## src/rtl/mtg_pkg.sv

```systemverilog
package mtg_pkg;

  localparam logic [2:0] MODE_FIXED = 3'd1;
  localparam logic [2:0] MODE_PRBS  = 3'd2;
  localparam logic [2:0] MODE_SEQ   = 3'd3;

  typedef enum logic [1:0] {
    SRC_FIXED = 2'd0,
    SRC_PRBS  = 2'd1,
    SRC_SEQ   = 2'd2
  } src_e;

  // Codes without a source of their own fall back to pseudo-random.
  function automatic src_e decode_mode(input logic [2:0] code);
    case (code)
      MODE_FIXED: decode_mode = SRC_FIXED;
      MODE_SEQ:   decode_mode = SRC_SEQ;
      default:    decode_mode = SRC_PRBS;
    endcase
  endfunction

endpackage

```

## src/rtl/mtg_mode_ctl.sv

```systemverilog
module mtg_mode_ctl
  import mtg_pkg::*;
(
  input  logic       clk,
  input  logic       rst,
  input  logic       load_i,
  input  logic [2:0] mode_i,
  output src_e       sel_o,
  output logic       fixed_o
);

  src_e sel_q;
  logic fixed_q;

  always_ff @(posedge clk) begin
    if (rst) begin
      sel_q   <= SRC_PRBS;
      fixed_q <= 1'b0;
    end else if (load_i) begin
      sel_q   <= decode_mode(mode_i);
      fixed_q <= (mode_i == MODE_FIXED);
    end
  end

  assign sel_o   = sel_q;
  assign fixed_o = fixed_q;

  AST_FIXED_FLAG_SET: assert property (@(posedge clk) disable iff (rst)
    (load_i && mode_i == 3'd1) |=> fixed_o);
  AST_ODD_CODE_PRBS: assert property (@(posedge clk) disable iff (rst)
    (load_i && mode_i != 3'd1 && mode_i != 3'd3) |=> (sel_o == SRC_PRBS && !fixed_o));

endmodule

```

## src/rtl/mtg_lfsr.sv

```systemverilog
module mtg_lfsr #(
  parameter int              W        = 32,
  parameter logic [W-1:0]    TAP_MASK = 32'h8020_0003,
  parameter logic [W-1:0]    DEF_SEED = 32'h1D87_2B41
) (
  input  logic         clk,
  input  logic         rst,
  input  logic         load_i,
  input  logic [W-1:0] seed_i,
  input  logic         step_i,
  output logic [W-1:0] state_o
);

  logic [W-1:0] state_q;
  logic [W-1:0] state_nx;
  logic [W-1:0] seed_safe;

  assign seed_safe = (seed_i == '0) ? DEF_SEED : seed_i;
  assign state_nx  = (state_q >> 1) ^ (state_q[0] ? TAP_MASK : '0);

  always_ff @(posedge clk) begin
    if (rst)         state_q <= DEF_SEED;
    else if (load_i) state_q <= seed_safe;
    else if (step_i) state_q <= state_nx;
  end

  assign state_o = state_q;

  AST_LFSR_NONZERO: assert property (@(posedge clk) disable iff (rst)
    state_o != '0);
  AST_LFSR_HOLD: assert property (@(posedge clk) disable iff (rst)
    (!load_i && !step_i) |=> $stable(state_o));

endmodule

```

## src/rtl/mtg_seq_ctr.sv

```systemverilog
module mtg_seq_ctr #(
  parameter int W    = 32,
  parameter int STEP = 32
) (
  input  logic         clk,
  input  logic         rst,
  input  logic         load_i,
  input  logic [W-1:0] load_val_i,
  input  logic         step_i,
  output logic [W-1:0] cnt_o
);

  localparam logic [W-1:0] INC = W'(STEP);

  logic [W-1:0] cnt_q;

  always_ff @(posedge clk) begin
    if (rst)         cnt_q <= '0;
    else if (load_i) cnt_q <= load_val_i;
    else if (step_i) cnt_q <= cnt_q + INC;
  end

  assign cnt_o = cnt_q;

  AST_SEQ_STEP: assert property (@(posedge clk) disable iff (rst)
    (step_i && !load_i) |=> (cnt_o == $past(cnt_o) + INC));
  AST_SEQ_LOAD: assert property (@(posedge clk) disable iff (rst)
    load_i |=> (cnt_o == $past(load_val_i)));

endmodule

```

## src/rtl/mtg_addr_gen.sv

```systemverilog
module mtg_addr_gen
  import mtg_pkg::*;
#(
  parameter int                 ADDR_W   = 32,
  parameter int                 DATA_W   = 256,
  parameter logic [ADDR_W-1:0]  TAP_MASK = 32'h8020_0003,
  parameter logic [ADDR_W-1:0]  DEF_SEED = 32'h1D87_2B41
) (
  input  logic              clk,
  input  logic              rst,
  input  logic [2:0]        mode_i,
  input  logic [ADDR_W-1:0] fixed_addr_i,
  input  logic [ADDR_W-1:0] seed_i,
  input  logic              load_i,
  input  logic              req_i,
  output logic [ADDR_W-1:0] addr_o,
  output logic              valid_o,
  output logic              fixed_mode_o
);

  localparam int                STEP_B     = DATA_W / 8;
  localparam int                ALIGN      = $clog2(STEP_B);
  localparam logic [ADDR_W-1:0] ALIGN_MASK = {ADDR_W{1'b1}} << ALIGN;

  src_e              sel;
  logic              take;
  logic [ADDR_W-1:0] lfsr_state;
  logic [ADDR_W-1:0] ctr_val;
  logic [ADDR_W-1:0] src_addr;
  logic [ADDR_W-1:0] addr_q;
  logic              valid_q;

  assign take = req_i && !load_i;

  mtg_mode_ctl u_mode (
    .clk     (clk),
    .rst     (rst),
    .load_i  (load_i),
    .mode_i  (mode_i),
    .sel_o   (sel),
    .fixed_o (fixed_mode_o)
  );

  mtg_lfsr #(
    .W        (ADDR_W),
    .TAP_MASK (TAP_MASK),
    .DEF_SEED (DEF_SEED)
  ) u_lfsr (
    .clk     (clk),
    .rst     (rst),
    .load_i  (load_i),
    .seed_i  (seed_i),
    .step_i  (take && sel == SRC_PRBS),
    .state_o (lfsr_state)
  );

  mtg_seq_ctr #(
    .W    (ADDR_W),
    .STEP (STEP_B)
  ) u_ctr (
    .clk        (clk),
    .rst        (rst),
    .load_i     (load_i),
    .load_val_i (fixed_addr_i & ALIGN_MASK),
    .step_i     (take && sel == SRC_SEQ),
    .cnt_o      (ctr_val)
  );

  always_comb begin
    case (sel)
      SRC_FIXED: src_addr = fixed_addr_i;
      SRC_SEQ:   src_addr = ctr_val;
      default:   src_addr = lfsr_state;
    endcase
  end

  always_ff @(posedge clk) begin
    if (rst) begin
      addr_q  <= '0;
      valid_q <= 1'b0;
    end else begin
      valid_q <= take;
      if (take) addr_q <= src_addr & ALIGN_MASK;
    end
  end

  assign addr_o  = addr_q;
  assign valid_o = valid_q;

  AST_VALID_AFTER_REQ: assert property (@(posedge clk) disable iff (rst)
    (req_i && !load_i) |=> valid_o);
  AST_HOLD_IDLE: assert property (@(posedge clk) disable iff (rst)
    !(req_i && !load_i) |=> (!valid_o && $stable(addr_o)));
  AST_LOAD_BLOCKS_REQ: assert property (@(posedge clk) disable iff (rst)
    load_i |=> !valid_o);

  generate
    if (ALIGN > 0) begin : g_align_chk
      AST_ADDR_ALIGNED: assert property (@(posedge clk) disable iff (rst)
        addr_o[ALIGN-1:0] == '0);
    end
  endgenerate

  initial begin
    AST_WIDTH_OK: assert (DATA_W >= 8 && ADDR_W >= 8);
  end

endmodule

```

## config.mk

```make
export PLATFORM = sky130hd
export DESIGN_NAME = mtg_addr_gen
export DESIGN_NICKNAME = d
export VERILOG_FILES = /design/src/rtl/mtg_pkg.sv /design/src/rtl/mtg_mode_ctl.sv /design/src/rtl/mtg_lfsr.sv /design/src/rtl/mtg_seq_ctr.sv /design/src/rtl/mtg_addr_gen.sv
export SDC_FILE = /design/constraint.sdc
export NUM_CORES = 1
export LEC_CHECK = 0
export ABC_CLOCK_PERIOD_IN_PS = 2910
export BUFFER_PORTS_ARGS = -buffer_cell sky130_fd_sc_hd__buf_4
export CORE_MARGIN = 4
export CORE_UTILIZATION = 50
export CTS_CLUSTER_DIAMETER = 60
export CTS_CLUSTER_SIZE = 40
export DETAILED_ROUTE_END_ITERATION = 7
export HOLD_SLACK_MARGIN = 0.15
export PLACE_DENSITY = 0.79
export SLEW_MARGIN = 30
export SYNTH_ARGS = -nofsm -noshare
export SYNTH_HDL_FRONTEND = slang
export SYNTH_HIERARCHICAL = 1
export SYNTH_SLANG_ARGS = --single-unit
```

## constraint.sdc

```tcl
create_clock -name clk -period 2.91 [get_ports clk]
set_clock_uncertainty 0.2 [all_clocks]
set_input_delay 0.1455 -clock clk [delete_from_list [all_inputs] [get_ports clk]]
set_output_delay 0.1455 -clock clk [all_outputs]
set_load 0.1 [all_outputs]
```

==> metrics.log <==
[metrics] met3 track utilization from global routing: ~5.4%
[metrics] height of the die: between 100 and 150 microns
[metrics] placer congestion estimate: around 0.85
[metrics] largest fanout on the critical path: 6
[metrics] post-detail-place hpwl: about 9.6 mm
[metrics] Cell Rows: 36
[metrics] post-route non-filler standard cell count: approximately 900
[metrics] fraction of met1 tracks used by global routing: between 30% and 40%
[metrics] reg-to-reg critical path endpoint: u_lfsr/state_o[14]
[metrics] class of the most critical setup path: input port to flip-flop
[metrics] initial antenna violation count: 0
[metrics] overall global routing resource usage: 25.9%
[metrics] crit path DAT: ~2900 ps
[metrics] critical path capture point type: flip-flop
[metrics] worst-case clock buffer depth: 2
[metrics] Lkg Pwr: between 2 and 3 nW
[metrics] first-pass GRT wire length: roughly 24 mm
[metrics] cell-by-cell trace of the critical path: dlygate4sd3_1, buf_4, nand2b_1, nor3b_1, buf_4, and3_4, nand2_4, or3_1, a2111oi_2, dlygate4sd3_1
[metrics] power density over the cells: between 400 and 500 nW/um^2
[metrics] met2 demand-to-capacity share in global routing: a little over two fifths
[metrics] CTS clk-pin slew, worst paths: roughly 80 ps
[metrics] # setup viols final: 0
[metrics] Initial Utilization: about half
[metrics] Hold WS: about 240 ps
[metrics] hold worst-path end: u_mode/sel_o[1]
[metrics] area of all placed cells without fillers: roughly 7000 sq um
[metrics] Worst setup SP type: input port
[metrics] total number of yosys warnings: 6
[metrics] overall power: ~0.0030 W
[metrics] First DRT Iteration DRCs: about 360
[metrics] total of max-cap violations: 0
[metrics] H-tree levels: 3
[metrics] Final Max Slew Viols: 0
[metrics] mean number of vias per cell: approximately 5.8
[metrics] sum of routed wire length over all layers: 15.3 mm
[metrics] post-route ant nets: 0
[metrics] source-to-sink clock delay at the later pin of the worst-skew pair: roughly 370 ps
[metrics] Tightest Hold Check Type: input port to flip-flop
[metrics] cell area after synthesis: about 5100 sq um
[metrics] chip width: 109 microns
[metrics] combined flip-flop and latch cell area: roughly 1800 sq um
[metrics] area growth from synthesis to layout: 36.6%
[metrics] gr ovfl total: 0
[metrics] CTS tree: yes
[metrics] total number of vias: between 5000 and 6000
[metrics] min Tclk post-route: between 2000 and 3000 ps
[metrics] worst slew margin relative to its limit: between 30% and 40%
[metrics] start point of the worst hold path: load_i
[metrics] Placed Cells incl. Taps: a little under 800
[metrics] CTS Sinks: 90
[metrics] Worst Path Required: 3020 ps
[metrics] mean instance size in the synthesized netlist: just under 9 sq um
[metrics] endpoints failing hold: 0
[metrics] total area of multi-input combinational cells: about 3000 sq um
[metrics] number of antenna repair diodes: 0
[metrics] wire per inst: 17.2 microns
[metrics] run status: completed
[metrics] post-route DRC violation count: 0
[metrics] depth of the worst register-to-register path: 8
[metrics] number of nets in the final layout: ~830
[metrics] Cell Area, Placed: around 5800 sq um
[metrics] most crowded layer after global routing: met2
[metrics] Slowest-stage cell, CP: sky130_fd_sc_hd__dlygate4sd3_1
[metrics] TritonCTS buffer count: 9
[metrics] fill cell instance count of the final layout: 729
[metrics] Worst-Margin Slew: between 900 and 1000 ps
[metrics] Max Clk Rate: between 0.3 and 0.4 GHz
[metrics] CTS Root Buffer Type: sky130_fd_sc_hd__clkbuf_8
[metrics] worst-case register-to-register setup slack: 290 ps
[metrics] via count of the first global-routing pass: slightly below 5000
[metrics] core box area: a little under 10000 sq um
[metrics] final critical-path share of the clock period: between 90% and 100%
[metrics] Cells after Synth: 592
[metrics] total die area: 11900 sq um
[metrics] maximum number of pins on one net before global-route repair: 77
[metrics] Largest stage delay, worst path: between 500 and 600 ps
[metrics] Critical R2R Launch: u_mode/sel_o[1]
[metrics] number of buffers added on ports: 94
[metrics] VDD IR-drop max: 0.215 mV
[metrics] Min-Delay Path Depth: 3
[metrics] Pre-antenna DRT Iters: 5
[metrics] share of cells above drive strength 1: between 20% and 30%
[metrics] number of primary I/O pins: around 110
## layout by cell type (no fill, tap or decap), types with 14 or more instances in the layout
| cell | count |
|---|---|
| sky130_fd_sc_hd__dfxtp_1 | 89 |
| sky130_fd_sc_hd__mux2_2 | 19 |
| sky130_fd_sc_hd__a21oi_1 | 77 |
| sky130_fd_sc_hd__o211ai_1 | 19 |
| sky130_fd_sc_hd__dlygate4sd3_1 | 99 |
| sky130_fd_sc_hd__nor2_1 | 66 |
| sky130_fd_sc_hd__mux2i_1 | 17 |
| sky130_fd_sc_hd__buf_4 | 103 |
| sky130_fd_sc_hd__nand2b_1 | 28 |
| sky130_fd_sc_hd__nand2_1 | 35 |
| sky130_fd_sc_hd__a211oi_1 | 14 |
| sky130_fd_sc_hd__nor3b_1 | 15 |
## sequential cells by signal, indices dropped and copies added (netlist names)
name	cells
u_mode/fixed_o	1
u_lfsr/state_o	32
u_ctr/cnt_o	27
u_mode/sel_o	2
valid_o	1
addr_o	27
## layer usage
layer  routed length, microns  vias to the layer above
met5                        0                        -
met4                      355                        0
met3                     1220                       38
met2                     7170                      229
met1                     6600                     2395
li1                         -                     2456
## worst max-delay path, delay by kind of cell
kind	cells	cell delay, ps
buffers and inverters	4	1420
AOI/OAI and AO/OA	1	310
and+or+nand+nor	5	1010
## repair_timing
action,4_1_cts,5_1_grt
endpoints found under the setup margin,0,9
resized for setup,0,7
hold buffers,99,0
buffers inserted,0,0
hold endpoints to repair,90,0
## power breakdown
part	switching [W]	total, W	internal [W]
Sequential	0.0000726	0.00138	0.00131
Combinational	0.000435	0.000764	0.000328
Clock	0.000434	0.000866	0.000432
Total	0.000942	0.00301	0.00207
## per-stage QoR
| step | utilization, % | worst slack (ps) | TNS (ps) |
|---|---|---|---|
| after global placement | 58.6 | 390 | 0 |
| final | 70.9 | 123 | 0 |
| after global routing | 70.9 | -8.15 | -12.9 |
| after floorplan | - | 226 | 0 |
| after CTS | 70.7 | 86.1 | 0 |
| after detailed placement | 58.7 | 335 | 0 |
## cell type report
class	count	share of cell area [%]
timing repair buffer	203	25.4
inverter	8	0.429
sequential	90	25.8
multi-input combinational	442	43.3
clock inverter	3	0.572
tap	133	2.38
clock buffer	11	2.16
## worst max-delay path by stage
stage,slack [ps],cells after the start,startpoint,endpoint
2_1_floorplan,230,8,u_mode/sel_o[0],u_ctr/cnt_o[28]
4_1_cts,90,10,req_i,u_ctr/cnt_o[24]
5_1_grt,-8,10,req_i,u_ctr/cnt_o[30]
3_3_place_gp,390,8,load_i,u_lfsr/state_o[0]
6_report,120,10,req_i,u_ctr/cnt_o[24]
3_5_place_dp,340,8,load_i,u_lfsr/state_o[0]
Power figures use the tool's default switching activity.
